--- src/rtl/wvu_pkg.sv ---
package wvu_pkg;

  typedef enum logic [2:0] {
    ST_INIT = 3'd0,
    ST_IDLE = 3'd1,
    ST_REQ  = 3'd2,
    ST_EVAL = 3'd3,
    ST_DONE = 3'd4
  } wvu_state_e;

endpackage

--- src/rtl/wvu_rank_mem.sv ---
module wvu_rank_mem #(
  parameter int DEPTH = 2,
  parameter int DW    = 32,
  parameter int AW    = 1
) (
  input  logic          clk,
  input  logic          we,
  input  logic [AW-1:0] waddr,
  input  logic [DW-1:0] wdata,
  input  logic [AW-1:0] raddr,
  output logic [DW-1:0] rdata
);

  logic [DW-1:0] mem [DEPTH];

  // single write port, registered read: maps onto one block RAM
  always_ff @(posedge clk) begin
    if (we) mem[waddr] <= wdata;
    rdata <= mem[raddr];
  end

endmodule

--- src/rtl/wvu_damp.sv ---
module wvu_damp #(
  parameter int DW = 32
) (
  input  logic          clk,
  input  logic          rst,
  input  logic          load,
  input  logic [DW-1:0] sum,
  input  logic [DW-1:0] base,
  output logic [DW-1:0] rank_new
);

  // d = 0.78125 = 1/2 + 1/4 + 1/32
  localparam int SH_A = 1;
  localparam int SH_B = 2;
  localparam int SH_C = 5;

  logic [DW-1:0] scaled;

  always_comb begin
    scaled = (sum >> SH_A) + (sum >> SH_B) + (sum >> SH_C);
  end

  always_ff @(posedge clk) begin
    if (rst)       rank_new <= '0;
    else if (load) rank_new <= base + scaled;
  end

endmodule

--- src/rtl/wvu_conv_check.sv ---
module wvu_conv_check #(
  parameter int DW = 32
) (
  input  logic [DW-1:0] rank_new,
  input  logic [DW-1:0] rank_old,
  input  logic [DW-1:0] thresh,
  output logic          converged
);

  logic [DW-1:0] delta;

  always_comb begin
    delta     = (rank_new >= rank_old) ? (rank_new - rank_old) : (rank_old - rank_new);
    converged = (delta <= thresh);
  end

endmodule

--- src/rtl/wvu_worker.sv ---
module wvu_worker
  import wvu_pkg::*;
#(
  parameter int NUM_WORKERS  = 3,
  parameter int WORKER_ID    = 0,
  parameter int NUM_VERTICES = 5,
  parameter int RANK_W       = 32,
  localparam int LOCAL_N = (NUM_VERTICES - WORKER_ID + NUM_WORKERS - 1) / NUM_WORKERS,
  localparam int LOC_W   = (LOCAL_N > 1) ? $clog2(LOCAL_N) : 1,
  localparam int VID_W   = (NUM_VERTICES > 1) ? $clog2(NUM_VERTICES) : 1
) (
  input  logic              clk,
  input  logic              rst,
  input  logic              compute,
  input  logic              sum_valid,
  input  logic [RANK_W-1:0] sum_in,
  input  logic [RANK_W-1:0] base_rank,
  input  logic [RANK_W-1:0] init_rank,
  input  logic [RANK_W-1:0] conv_thresh,
  input  logic [LOC_W-1:0]  rd_addr,
  output logic              sum_req,
  output logic [VID_W-1:0]  vertex_idx,
  output logic [RANK_W-1:0] rd_data,
  output logic              terminate,
  output logic              vote_halt,
  output logic              halt
);

  localparam logic [LOC_W-1:0] LAST_LOC = LOC_W'(LOCAL_N - 1);

  wvu_state_e        state;
  logic [LOC_W-1:0]  loc;
  logic              all_conv;
  logic              term_q, vote_q, halt_q;

  logic              mem_we;
  logic [RANK_W-1:0] mem_wdata;
  logic [LOC_W-1:0]  mem_raddr;
  logic [RANK_W-1:0] mem_rdata;
  logic [RANK_W-1:0] rank_new;
  logic              conv_ok;
  logic              take_sum;

  always_comb begin
    take_sum  = (state == ST_REQ) && sum_valid;
    mem_we    = (state == ST_INIT) || (state == ST_EVAL);
    mem_wdata = (state == ST_INIT) ? init_rank : rank_new;
    mem_raddr = (state == ST_REQ) ? loc : rd_addr;
  end

  wvu_rank_mem #(.DEPTH(LOCAL_N), .DW(RANK_W), .AW(LOC_W)) u_mem (
    .clk   (clk),
    .we    (mem_we),
    .waddr (loc),
    .wdata (mem_wdata),
    .raddr (mem_raddr),
    .rdata (mem_rdata)
  );

  wvu_damp #(.DW(RANK_W)) u_damp (
    .clk      (clk),
    .rst      (rst),
    .load     (take_sum),
    .sum      (sum_in),
    .base     (base_rank),
    .rank_new (rank_new)
  );

  wvu_conv_check #(.DW(RANK_W)) u_conv (
    .rank_new  (rank_new),
    .rank_old  (mem_rdata),
    .thresh    (conv_thresh),
    .converged (conv_ok)
  );

  always_ff @(posedge clk) begin
    if (rst) begin
      state    <= ST_INIT;
      loc      <= '0;
      all_conv <= 1'b1;
      term_q   <= 1'b0;
      vote_q   <= 1'b0;
      halt_q   <= 1'b0;
    end else begin
      case (state)
        ST_INIT: begin
          if (loc == LAST_LOC) begin
            loc   <= '0;
            state <= ST_IDLE;
          end else begin
            loc <= loc + 1'b1;
          end
        end
        ST_IDLE: begin
          if (compute && !halt_q) begin
            loc      <= '0;
            vote_q   <= 1'b0;
            all_conv <= 1'b1;
            state    <= ST_REQ;
          end
        end
        ST_REQ: begin
          if (sum_valid) state <= ST_EVAL;
        end
        ST_EVAL: begin
          all_conv <= all_conv & conv_ok;
          if (loc == LAST_LOC) begin
            term_q <= 1'b1;
            vote_q <= all_conv & conv_ok;
            halt_q <= halt_q | (all_conv & conv_ok);
            state  <= ST_DONE;
          end else begin
            loc   <= loc + 1'b1;
            state <= ST_REQ;
          end
        end
        ST_DONE: begin
          if (!compute) begin
            term_q <= 1'b0;
            state  <= ST_IDLE;
          end
        end
        default: state <= ST_IDLE;
      endcase
    end
  end

  always_comb begin
    sum_req    = (state == ST_REQ);
    vertex_idx = VID_W'(int'(loc) * NUM_WORKERS + WORKER_ID);
    rd_data    = mem_rdata;
    terminate  = term_q;
    vote_halt  = vote_q;
    halt       = halt_q;
  end

endmodule

--- config.mk ---
export PLATFORM = sky130hd
export DESIGN_NAME = wvu_worker
export DESIGN_NICKNAME = d
export VERILOG_FILES = /design/src/rtl/wvu_pkg.sv /design/src/rtl/wvu_rank_mem.sv /design/src/rtl/wvu_damp.sv /design/src/rtl/wvu_conv_check.sv /design/src/rtl/wvu_worker.sv
export SDC_FILE = /design/constraint.sdc
export NUM_CORES = 1
export LEC_CHECK = 0
export BUFFER_PORTS_ARGS = -buffer_cell sky130_fd_sc_hd__buf_2
export CAP_MARGIN = 40
export CORE_MARGIN = 4
export CORE_UTILIZATION = 45
export CTS_BUF_LIST = sky130_fd_sc_hd__clkbuf_4
export CTS_CLUSTER_DIAMETER = 80
export DETAILED_ROUTE_END_ITERATION = 12
export PLACE_DENSITY_LB_ADDON = 0.25
export REMOVE_ABC_BUFFERS = 1
export SYNTH_ARGS = -nofsm -noshare
export SYNTH_HDL_FRONTEND = slang
export SYNTH_SLANG_ARGS = --single-unit
--- constraint.sdc ---
create_clock -name clk -period 6 [get_ports clk]
set_input_delay 1.2 -clock clk [delete_from_list [all_inputs] [get_ports clk]]
set_output_delay 1.2 -clock clk [all_outputs]
set_load 0.02 [all_outputs]
# [Yosys cells after proc, flatten, opt, wreduce, memory -nomap -nowiden]
# Memories as Yosys holds them, arrays and structs flattened. A register that Yosys moved wholly into a read port is not among the register bits.
# Cells that the tools add are included.
[word_totals] ff_bits=40 latch_bits=0 mem_bits_rw=64 rom_bits=0 wordCells=64 n_memories=1
[memory_table] memory="u_mem.mem" words=2 word_bits=32 rd=1 rd_clocked_by_memory_dff=1 write_ports=1 line="wvu_rank_mem.sv:14" rtl="logic [DW-1:0] mem [DEPTH];"
[op_classes] n_addsub=6 mul=1 n_div=0 magnitude_cmp=2 eq_ne=9 shifts=0 n_mux=22 n_bitwise=2 n_reduce_logical=14
[op_table] cell="two-way mux 32 bit" count=2
[op_table] cell="subtractor 32 bit" count=2
[op_table] cell="adder 31 x 30 -> 32 bit" count=1
[op_table] cell="adder 32 x 27 -> 32 bit" count=1
[op_table] cell="adder 32 bit" count=1
[op_table] cell=">= comparator 32 bit" count=1
[op_table] cell="less-or-equal comparator 32 bit" count=1
[op_table] cell="two-way mux 3 bit" count=5
[op_table] cell="one-hot mux 3 bit (5 select lines)" count=1
[op_table] cell="two-way mux 1 bit" count=10
[op_table] cell="!= test 2 bit (second input constant)" count=5
[op_table] cell="equality test 3 x 2 -> 1 bit (second input constant)" count=2
[op_table] cell="one-hot mux 1 bit (2 select lines)" count=3
[op_table] cell="AND reduction 2 bit" count=3
[op_table] cell="AND reduction 3 bit" count=2
[op_table] cell="AND reduction 4 bit" count=1
[op_table] cell="nonzero test 2 bit" count=2
[op_table] cell="equality test 3 x 1 -> 1 bit (second input constant)" count=1
[op_table] cell="equality test 3 bit (second input constant)" count=1
[op_table] cell="zero test 3 bit" count=1
[op_table] cell="multiplier 1 x 2 -> 3 bit (second input constant)" count=1
[op_table] cell="one-hot mux 1 bit (3 select lines)" count=1
[op_table] cell="nonzero test 3 bit" count=1
[op_table] cell="logical AND 1 bit" count=2
[op_table] cell="other kinds (5)" count=5

# [Longest topological paths before layout]
# Gate-level depths: netlist of the first run.
[logic_depth] word_depth=6 mapped_depth=26 ltp_nobuf=23

# [Modules after synthesis]
# Synthesis of the first run repeated with hierarchy kept, for this count alone.
[unflattened] hier_cells=1370 hier_area_um2=12737.2
[by_module_without_submodules] mod="wvu_damp" n_inst=1 cells_each=520 area_each_um2=4444.3 seq_area_each_um2=640.6
[by_module_without_submodules] mod="wvu_conv_check" n_inst=1 cells_each=624 area_each_um2=4289.1 seq_area_each_um2=0.0
[by_module_without_submodules] mod="wvu_rank_mem" n_inst=1 cells_each=134 area_each_um2=3119.2 seq_area_each_um2=2562.5
[by_module_without_submodules] mod="wvu_worker" n_inst=1 cells_each=92 area_each_um2=884.6 seq_area_each_um2=160.2

# [Worst setup path after synthesis of the first run]
# Ideal clock, no wire load.
[synth_timing] kind="input-to-reg" start="input port sum_in[2]" end="register u_damp.rank_new[31]" setup_ns=0.134 t_arrival_ns=4.433 t_required_ns=5.866 slack_ns=1.433 stages=14 n_path_buf=0 cell_sequence="fa_1 -> fa_1 -> ha_1 -> inv_1 -> fa_1 -> nor2b_1 -> o31ai_2 -> a21oi_1 -> a311o_1 -> a311o_1 -> nand3_1 -> o31a_1 -> a211oi_1 -> a211oi_1"
[synth_between] elab_chain_len=3
[synth_lines] element="start: declaration" line="wvu_worker.sv:16" rtl="input logic [RANK_W-1:0] sum_in,"
[synth_lines] element="adder 31 x 30 -> 32 bit" line="wvu_damp.sv:20" rtl="scaled = (sum >> SH_A) + (sum >> SH_B) + (sum >> SH_C);"
[synth_lines] element="adder 32 x 27 -> 32 bit" line="wvu_damp.sv:20"
[synth_lines] element="adder 32 bit" line="wvu_damp.sv:25" rtl="else if (load) rank_new <= base + scaled;"
[synth_lines] element="end signal: assignment" line="wvu_damp.sv:25"
[synth_lines] element="end: declaration" line="wvu_damp.sv:9" rtl="output logic [DW-1:0] rank_new"
# Every way passes these cells.
# A chain may end at the register's enable or synchronous reset.

# [Worst setup path after layout of the first run]
[layout_timing] start="register u_damp.rank_new[0]" end="register vote_q, in the netlist vote_halt"
[layout_between] elab_chain_len=6
[layout_lines] element="subtractor 32 bit or >= comparator 32 bit (tied branches)" line="wvu_conv_check.sv:13" rtl="delta = (rank_new >= rank_old) ? (rank_new - rank_old) : (rank_old - rank_new);"
[layout_lines] element="two-way mux 32 bit (*)" line="wvu_conv_check.sv:13"
[layout_lines] element="less-or-equal comparator 32 bit (*)" line="wvu_conv_check.sv:14" rtl="converged = (delta <= thresh);"
[layout_lines] element="bitwise AND 1 bit (*)" line="wvu_worker.sv:109" rtl="vote_q <= all_conv & conv_ok;"
[layout_lines] element="two-way mux 1 bit (*)" line="wvu_worker.sv:107" rtl="if (loc == LAST_LOC) begin"
[layout_lines] element="one-hot mux 1 bit (2 select lines) (*)" line="wvu_worker.sv:85" rtl="case (state)"
[layout_lines] element="end signal: assignment" line="wvu_worker.sv:109"
[layout_lines] element="end: declaration" line="wvu_worker.sv:34" rtl="logic term_q, vote_q, halt_q;"
# Every way passes the cells marked *; elsewhere a longest branch is shown, timed or not. The select of a mux whose other input is x is not followed.

==> out/metrics.cfg, run 1 <==
[run_status]
status = finished clean

[power]
p_int_uw = 3017
ir_drop_v = 0.0001633
p_sw_uw = 2578
combPwrFrac = 0.615
p_leak_uw = 0.005882
seqPwrFrac = 0.263
swShare = 0.4607
p_clk_frac = 0.122
powerDensity_mw_per_mm2 = 426.0

[synthesis]
syn_avg_cell_area_um2 = 9.044
postSynthCellCount = 1299
synth_cell_types = 73
ys_seq_elements = 136
async_reset_ff_frac = 0
synth_ff_type = dfxtp_1
synth_warnings = 0
seq_area_frac_synth = 0.2863
synth_area_mm2 = 0.01175
synth_edf_count = 64

[clock_tree]
cts_resized = 0
root_buffer = clkbuf_4
htree_levels = 4
clkTransAtPathRegs_ns = 0.14
cts_hold_repair.buffers = 0
clockBufferDepth = 2
clk_latency_ns = 0.55
cts_tree = yes
cts-buffers-inserted = 17
postCtsSetupBuffers = 0
cts_sinks = 136

[timing]
tns_ns = 0
setup_violations = 0
hold_viol_final = 0
drv_slew = 0
max_slew.worst_pin.slew_ns = 0.7659
relSlewSlack = 0.4894
period_needed_ns = 5.177
fmax_ghz = 0.1932
rsz0062_at_grt = false
finalCritPeriodShare = 0.8629
fin_skew_ns = 0.02007

[worst_setup_path]
critPathRequiredTime_ns = 6.47
cp_num_buf_inv = 4
cp_data_arrival_time_ns = 5.64
cp_slowest_cell = dfxtp_1
r2r_slack_ns = 0.82
cp_top_family = compound AO/OA/AOI/OAI gates
crit_path_cell_trace = inv_1 > ha_1 > inv_1 > fa_1 > a21o_1 > a221oi_2 > o221ai_1 > o21ai_1 > a31o_1 > buf_4 > o211ai_1 > a31oi_2 > o31ai_2 > xor2_1 > ha_1 > nand4_1 > nor4_1 > o21ai_0 > a32oi_1 > buf_4 > nor4b_1 > a31o_2
cp_slowest_stage_delay_ns = 0.39
cp-end-kind = register
critical_path_class = reg -> reg
cp-start-kind = register
critPathMaxFanout = 24

[final_layout]
nets = 1757
synthToLayoutAreaGrowth_pct = 11.78
fillers = 2471
multi_input_area_mm2 = 0.007662
stdcell_area_mm2 = 0.01313
regArea_mm2 = 0.003363
drive_gt1_frac = 0.1818

[floorplanning]
die_x_um = 169.6
io_pins = 172
rows = 58
dieArea_mm2 = 0.02876
core_mm2 = 0.02540
start_util = 0.4626
fp.dieH_um = 169.6

[route]
drc = 0
ant_nets = 0
dr.pass1.iters = 5
vias = 9595
drt_iter0_drc = 676
finalWirelength_mm = 29.32
avgViaCountPerCell = 5.397
routedWlPerCell_um = 16.49

[global_route]
grtUsageTotal = 0.2023
grt_pass1_wl_mm = 47.62
antenna_found_initial = 2
grt_pass1_vias = 9691
grt_overflow = 0
grt_max_degree = 47

[job]
drv_cap = 0

[placed_design]
gp_congestion = 0.8998
portBuffers = 169
placed_cell_area_mm2 = 0.01281
dp_hpwl_mm = 24.11

[worst_hold_path]
hold_path.class = reg -> reg

[logic make-up (layout without fill, tap and decap cells)]
| kind of cell | Yosys count | count (layout) | share of synthesized area |
|---|---|---|---|
| muxes | 39 | 39 | 0.03674 |
| AOI/OAI and AO/OA | 404 | 404 | 0.2154 |
| and+or+nand+nor | 292 | 292 | 0.1163 |
| DFF | 136 | 136 | 0.2863 |
| adders and majority gates | 190 | 190 | 0.2400 |
| other | 1 | 2 | 0.0003192 |
| buffers and inverters | 184 | 332 | 0.06539 |
| xor gates and xnor gates | 53 | 53 | 0.03951 |
[synth_stat cells, drive strengths merged, types with 20 or more instances]
library cell  instances  share of area
ha                  131           0.14
clkbuf               37          0.012
edfxtp               64           0.16
nor2                 49          0.016
mux2                 33          0.032
nand2               130          0.042
buf                  25          0.015
inv                 122          0.039
a21o                 51          0.033
dfxtp                72           0.12
xor2                 22          0.016
fa                   59           0.10
o21ai               100          0.043
nand3                20         0.0085
a21oi               136          0.058
xnor2                31          0.023
[sequential cells by signal, indices dropped and copies added (netlist names)]
| name | count |
|---|---|
| u_mem.mem | 64 |
| u_damp.rank_new | 32 |
| u_mem.rdata | 32 |
| state | 3 |
| all_conv | 1 |
| halt | 1 |
| loc | 1 |
| terminate | 1 |
| vote_halt | 1 |
[path summary, 6_finish.rpt]
check / startpoint / depth (start not counted) / end
max reg2reg: u_damp.rank_new[0]$_SDFFE_PP0P_ / 22 / vote_halt$_SDFFE_PP0P_
max: u_damp.rank_new[0]$_SDFFE_PP0P_ / 22 / vote_halt$_SDFFE_PP0P_
min: u_mem.mem[0][24]$_DFFE_PP_ / 1 / u_mem.rdata[24]$_DFF_P_
min reg2reg: u_mem.mem[0][24]$_DFFE_PP_ / 1 / u_mem.rdata[24]$_DFF_P_
[cell usage in the layout, fill, tap and decap left out, types with 14 or more instances in the layout]
cell type,netlist,layout
fa_1,59,59
o21ai_0,92,92
nor3_1,14,14
o21a_1,15,15
clkbuf_4,0,18
nor2_1,49,48
a21o_1,51,51
buf_2,14,169
xnor2_1,31,31
a21oi_1,136,136
inv_1,121,121
edfxtp_1,64,64
nand2_1,130,130
xor2_1,22,22
a211oi_1,16,14
dfxtp_1,72,72
nor2b_1,14,14
mux2_2,33,33
nand4_1,16,16
ha_1,131,131
nand3_1,20,20
[per-layer routing]
layer	vias up	part of all wire	global-route usage
met2	250	0.44	0.3219
li1	4875	-	-
met1	4428	0.49	0.2885
met5	-	0.00044	0
met4	2	0.020	0.06125
met3	40	0.046	0.02609
[power groups by stage]
stage | clock network (uW) | registers [uW] | logic [uW]
2_1_floorplan | 0 | 1570 | 2400
3_3_place_gp | 0 | 1480 | 3380
3_5_place_dp | 0 | 1500 | 3430
4_1_cts | 704 | 1470 | 3450
5_1_grt | 736 | 1510 | 3860
6_report | 682 | 1470 | 3440
[worst reg2reg max path: cells and delay by family (launching register included)]
kind            cells  cell delay, ns
compound gates     11            2.51
xor+xnor            1            0.16
fa+ha+maj           3            0.85
buf+inv             4            0.64
flops               1            0.39
simple gates        3            0.56
[stage by stage]
stage / power (uW) / std cells / setup WS, ns / hold WS (ns) / utilization
3_5_place_dp: 4922 / 1745 / 0.8434 / 0.4503 / 0.5043
3_3_place_gp: 4864 / 1745 / 0.9306 / 0.4397 / 0.5043
6_report: 5595 / 1778 / 0.8228 / 0.4701 / 0.5170
4_1_cts: 5624 / 1777 / 0.8397 / 0.4623 / 0.5169
5_1_grt: 6104 / 1778 / 0.4049 / 0.4895 / 0.5170
2_1_floorplan: 3971 / 1237 / 1.019 / 0.4321 / -
[area by class of cell]
cell class / count / area share
Clock buffer: 18 / 0.01029
Multi-Input combinational cell: 979 / 0.5835
Tap cell: 330 / 0.03144
Sequential cell: 136 / 0.2561
Inverter: 122 / 0.03487
Clock inverter: 14 / 0.01410
Timing Repair Buffer: 178 / 0.06955
Antenna cell: 1 / 0.0001905
No activity file was read; power rests on OpenSTA's default activity.
==> run 2, diff against run 1 <==
--- a/config.mk
+++ b/config.mk
@@ -8,7 +8,7 @@
 export BUFFER_PORTS_ARGS = -buffer_cell sky130_fd_sc_hd__buf_2
 export CAP_MARGIN = 40
 export CORE_MARGIN = 4
-export CORE_UTILIZATION = 45
+export CORE_UTILIZATION = 60
 export CTS_BUF_LIST = sky130_fd_sc_hd__clkbuf_4
 export CTS_CLUSTER_DIAMETER = 80
 export DETAILED_ROUTE_END_ITERATION = 12
==> out/metrics.cfg, run 2 (synthesis results as in run 1) <==
[run_status]
status = finished clean

[worst_setup_path]
worstReg2RegStart = u_damp.rank_new[0]$_SDFFE_PP0P_
critical_path_class = reg -> reg
cp_data_arrival_time_ns = 5.75
cp-end-kind = register
r2r_slack_ns = 0.71
r2r-end = vote_halt$_SDFFE_PP0P_
critPathMaxFanout = 31
critPathRequiredTime_ns = 6.46
cp_slowest_stage_delay_ns = 0.47
cp-start-kind = register
reg2reg_depth = 21
cp_slowest_cell = a32oi_1
cp_num_buf_inv = 3
critPathLaunch = u_damp.rank_new[0]$_SDFFE_PP0P_
crit_end = vote_halt$_SDFFE_PP0P_
crit_path_cell_trace = inv_1 > ha_1 > inv_1 > fa_1 > a21o_1 > a221oi_2 > o221ai_1 > o21ai_1 > a31o_1 > buf_4 > nor2b_1 > a31oi_1 > a22oi_1 > xnor2_1 > ha_1 > nand4_1 > nor4_1 > o21ai_0 > a32oi_1 > nor4b_1 > a31o_2
crit_cells = 21
cp_top_family = compound AO/OA/AOI/OAI gates

[route]
finalWirelength_mm = 28.13
dr.pass1.iters = 7
ant_nets = 0
vias = 9751
drc = 0
routedWlPerCell_um = 16.49
drt_iter0_drc = 771
avgViaCountPerCell = 5.716

[clock_tree]
clk_latency_ns = 0.56
clkTransAtPathRegs_ns = 0.14
postCtsSetupBuffers = 0
cts_resized = 0
cts-buffers-inserted = 17
cts_tree = yes
cts_sinks = 136
htree_levels = 4
root_buffer = clkbuf_4
cts_hold_repair.buffers = 0
clockBufferDepth = 2

[power]
p_leak_uw = 0.005833
powerDensity_mw_per_mm2 = 419.2
ir_drop_v = 0.0001582

[floorplanning]
io_pins = 172
core_mm2 = 0.01896
dieArea_mm2 = 0.02188
fp.dieH_um = 147.9
die_x_um = 147.9
start_util = 0.6198
rows = 50

[global_route]
grt_pass1_vias = 9439
grt_max_degree = 45
antenna_found_initial = 1
grt_pass1_wl_mm = 46.06
grt_overflow = 0
grtUsageTotal = 0.2597

[final_layout]
layout_common_cells = 169 x buf_2, 136 x a21oi_1, 131 x ha_1
largestRegisters = u_mem.mem: 64 flops, u_damp.rank_new: 32 flops, u_mem.rdata: 32 flops
top_register = u_mem.mem
fillers = 1560
finish.utilization = 0.6844
drive_gt1_frac = 0.1792
final_common_cell = buf_2
synthToLayoutAreaGrowth_pct = 10.41
largest_reg_flops = 64
nets = 1755

[timing]
hold_viol_final = 0
finalCritPeriodShare = 0.8812
rsz0062_at_grt = false
tns_ns = 0
period_needed_ns = 5.287
hold_ws_ns = 0.4739
setup_violations = 0
relSlewSlack = 0.4263
fin_skew_ns = 0.01838
drv_slew = 0
fmax_ghz = 0.1891
max_slew.worst_pin.slew_ns = 0.8578

[job]
drv_cap = 0

[worst_hold_path]
hold_path.class = reg -> reg

[placed_design]
portBuffers = 169
gp_congestion = 0.9300
dp_hpwl_mm = 23.15

run 2: changes by cell type in the layout (fill, tap and decap cells not counted), sizes merged:
cell / delta
buf: -2
bufinv: -2
clkbuf: -1
clkinv: +6
clkinvlp: +3
inv: -6
run 2: worst min path at each step:
stage | startpoint | endpoint | slack [ns] | depth (start not counted)
3_5_place_dp | u_mem.mem[0][24]$_DFFE_PP_ | u_mem.rdata[24]$_DFF_P_ | 0.45 | 1
5_1_grt | u_mem.mem[0][2]$_DFFE_PP_ | u_mem.rdata[2]$_DFF_P_ | 0.49 | 1
6_report | u_mem.mem[0][2]$_DFFE_PP_ | u_mem.rdata[2]$_DFF_P_ | 0.47 | 1
3_3_place_gp | all_conv$_SDFFE_PP1P_ | all_conv$_SDFFE_PP1P_ | 0.44 | 1
2_1_floorplan | all_conv$_SDFFE_PP1P_ | all_conv$_SDFFE_PP1P_ | 0.43 | 1
4_1_cts | u_mem.mem[0][2]$_DFFE_PP_ | u_mem.rdata[2]$_DFF_P_ | 0.48 | 1
run 2: area by class of cell:
class                           count  area (um^2)  share of cell area
Antenna cell                        1        2.502           0.0001929
Sequential cell                   136         3363              0.2593
Multi-Input combinational cell    979         7662              0.5907
Inverter                          122        457.9             0.03530
Clock buffer                       17        127.6            0.009838
Tap cell                          260        325.3             0.02508
Clock inverter                     15        127.6            0.009838
Timing Repair Buffer              176        905.9             0.06983
run 2: power breakdown:
part	switching, uW	total [uW]	leakage (uW)	internal, uW
Clock	350	555	0.000134	205
Combinational	2030	3420	0.00448	1390
Sequential	154	1470	0.00122	1310
run 2: through the flow:
step | instance area [um^2] | total power (uW) | instances | setup slack [ns]
floorplan | 11440 | 3971 | 1237 | 1.019
global placement | 12700 | 4794 | 1672 | 0.8224
detailed placement | 12710 | 4883 | 1673 | 0.6953
CTS | 12970 | 5446 | 1705 | 0.6733
global route | 12970 | 5964 | 1706 | 0.2459
finish | 12970 | 5439 | 1706 | 0.7127
run 2: layer usage:
| layer | up-vias | wire [um] | global-route usage |
|---|---|---|---|
| met3 | 29 | 1800 | 0.05579 |
| met4 | 0 | 394 | 0.05358 |
| li1 | 4878 | - | - |
| met2 | 302 | 12900 | 0.4256 |
| met1 | 4542 | 13030 | 0.3586 |
| met5 | - | 0 | 0 |
==> run 3, diff against run 2 <==
--- a/config.mk
+++ b/config.mk
@@ -8,7 +8,7 @@
 export BUFFER_PORTS_ARGS = -buffer_cell sky130_fd_sc_hd__buf_2
 export CAP_MARGIN = 40
 export CORE_MARGIN = 4
-export CORE_UTILIZATION = 60
+export CORE_UTILIZATION = 25
 export CTS_BUF_LIST = sky130_fd_sc_hd__clkbuf_4
 export CTS_CLUSTER_DIAMETER = 80
 export DETAILED_ROUTE_END_ITERATION = 12
==> out/metrics.cfg, run 3 (synthesis results as in run 1) <==
[run_status]
status = finished clean

[worst_setup_path]
crit_path_cell_trace = inv_1 > ha_1 > inv_1 > fa_1 > a21o_1 > a221oi_2 > o221ai_1 > o21ai_1 > a31o_1 > buf_4 > nor2b_1 > a31oi_1 > a22oi_1 > xnor2_1 > ha_1 > nand4_1 > nor4_1 > o21ai_0 > a32oi_1 > buf_4 > nor4b_1 > a31o_2
critical_path_class = reg -> reg
cp-end-kind = register
cp_top_family = compound AO/OA/AOI/OAI gates
critPathRequiredTime_ns = 6.46
cp_num_buf_inv = 4
cp_data_arrival_time_ns = 5.84
reg2reg_depth = 22
cp-start-kind = register
critPathMaxFanout = 10
r2r-end = vote_halt$_SDFFE_PP0P_
cp_slowest_stage_delay_ns = 0.51
r2r_slack_ns = 0.62
cp_slowest_cell = nor4_1
worstReg2RegStart = u_damp.rank_new[0]$_SDFFE_PP0P_

[clock_tree]
cts_resized = 0
root_buffer = clkbuf_4
cts_hold_repair.buffers = 0
cts_tree = yes
cts_sinks = 136
htree_levels = 4
clk_latency_ns = 0.56
cts-buffers-inserted = 17
clockBufferDepth = 2
clkTransAtPathRegs_ns = 0.12
postCtsSetupBuffers = 0

[timing]
hold_viol_final = 0
setup_violations = 0
tns_ns = 0
relSlewSlack = 0.4761
drv_slew = 0
setup_ws_ns = 0.6161
rsz0062_at_grt = false
period_needed_ns = 5.384
max_slew.worst_pin.slew_ns = 0.7842
fin_skew_ns = 0.01808
hold_ws_ns = 0.4731
fmax_ghz = 0.1857
finalCritPeriodShare = 0.8973

[worst_hold_path]
hp-start = u_mem.mem[1][25]$_DFFE_PP_
hold_path.class = reg -> reg
hold_end = u_mem.rdata[25]$_DFF_P_
hold_depth = 1

[route]
ant_nets = 0
drt_iter0_drc = 528
dr.pass1.iters = 5
avgViaCountPerCell = 4.670
drc = 0
vias = 9630
routedWlPerCell_um = 16.84
finalWirelength_mm = 34.72

[final_layout]
multi_input_area_mm2 = 0.007662
fillers = 5065
drive_gt1_frac = 0.1844
stdcell_area_mm2 = 0.01353
layout_common_cells = 169 x buf_2, 136 x a21oi_1, 131 x ha_1
largestRegisters = u_mem.mem: 64 flops, u_damp.rank_new: 32 flops, u_mem.rdata: 32 flops
regArea_mm2 = 0.003363
final_common_cell = buf_2
finalNonFillerCells = 2062
largest_reg_flops = 64
top_register = u_mem.mem
nets = 1763
synthToLayoutAreaGrowth_pct = 15.14

[job]
drv_cap = 0

[power]
powerDensity_mw_per_mm2 = 417.9
p_leak_uw = 0.005901
swShare = 0.4594
seqPwrFrac = 0.260
p_int_uw = 3056
p_clk_frac = 0.120
ir_drop_v = 0.0001285
combPwrFrac = 0.620
p_sw_uw = 2597

[placed_design]
dpl_worst_slack_ns = 0.5211
gp_congestion = 0.8594
portBuffers = 169
dp_hpwl_mm = 29.32
dpl.cell_count = 2028
placed_cell_area_mm2 = 0.01320

[global_route]
grt_pass1_wl_mm = 54.97
grtUsageTotal = 0.1370
grt_overflow = 0
antenna_found_initial = 3
grt_max_degree = 64
grt_pass1_vias = 9930

[floorplanning]
core_mm2 = 0.04646
fp.dieH_um = 224.8
start_util = 0.2529
dieArea_mm2 = 0.05053
io_pins = 172
rows = 79
die_x_um = 224.8

==> run 3: cell types whose count changed in the layout (fill, tap and decap cells not counted), sizes merged <==
cell	previous run	this run
diode	1	2
bufinv	1	4
clkbuf	17	19
inv	125	122
buf	176	184
clkinv	8	6
==> run 3: cell type report <==
cell class | count | share of cell area
Tap cell | 607 | 0.05614
Timing Repair Buffer | 184 | 0.07085
Sequential cell | 136 | 0.2486
Inverter | 122 | 0.03385
Multi-Input combinational cell | 979 | 0.5664
Clock inverter | 13 | 0.01323
Clock buffer | 19 | 0.01054
Antenna cell | 2 | 0.0003700
==> run 3: how the worst max path moves through the flow <==
stage                     cells past startpoint  slack, ns                endpoint                            start
after floorplan                              22       1.02  vote_halt$_SDFFE_PP0P_           u_mem.rdata[0]$_DFF_P_
after global placement                       22       0.44  vote_halt$_SDFFE_PP0P_  u_damp.rank_new[0]$_SDFFE_PP0P_
after detailed placement                     22       0.52  vote_halt$_SDFFE_PP0P_  u_damp.rank_new[0]$_SDFFE_PP0P_
after CTS                                    22       0.49  vote_halt$_SDFFE_PP0P_  u_damp.rank_new[0]$_SDFFE_PP0P_
after global routing                         23       0.13  vote_halt$_SDFFE_PP0P_  u_damp.rank_new[0]$_SDFFE_PP0P_
final                                        22       0.62  vote_halt$_SDFFE_PP0P_  u_damp.rank_new[0]$_SDFFE_PP0P_
==> run 3: power by group through the flow <==
stage	Sequential (uW)	Combinational, uW	Clock (uW)
3_5_place_dp	1500	3540	0
3_3_place_gp	1480	3520	0
6_report	1470	3510	680
2_1_floorplan	1570	2400	0
4_1_cts	1470	3560	705
5_1_grt	1500	3970	738
==> run 3: worst register-to-register path: cells and delay by family, from the launching register on <==
| family | cells | cell delay, ns |
|---|---|---|
| flops | 1 | 0.38 |
| xor+xnor | 1 | 0.18 |
| simple gates | 4 | 0.75 |
| compound gates | 10 | 2.51 |
| fa+ha+maj | 3 | 0.89 |
| buf+inv | 4 | 0.56 |
==> run 3: routing by layer <==
layer / global-route usage / part of all wire / vias up
met3: 0.02349 / 0.036 / 24
met1: 0.1880 / 0.48 / 4526
met4: 0.02925 / 0.011 / 2
met5: 0 / 0.00037 / -
met2: 0.2278 / 0.47 / 174
li1: - / - / 4904
==> run 3: metrics by stage <==
stage | power (uW) | utilization
floorplan | 3971 | -
global placement | 5005 | 0.2842
global route | 6214 | 0.2911
CTS | 5737 | 0.2911
detailed placement | 5035 | 0.2842
finish | 5654 | 0.2912
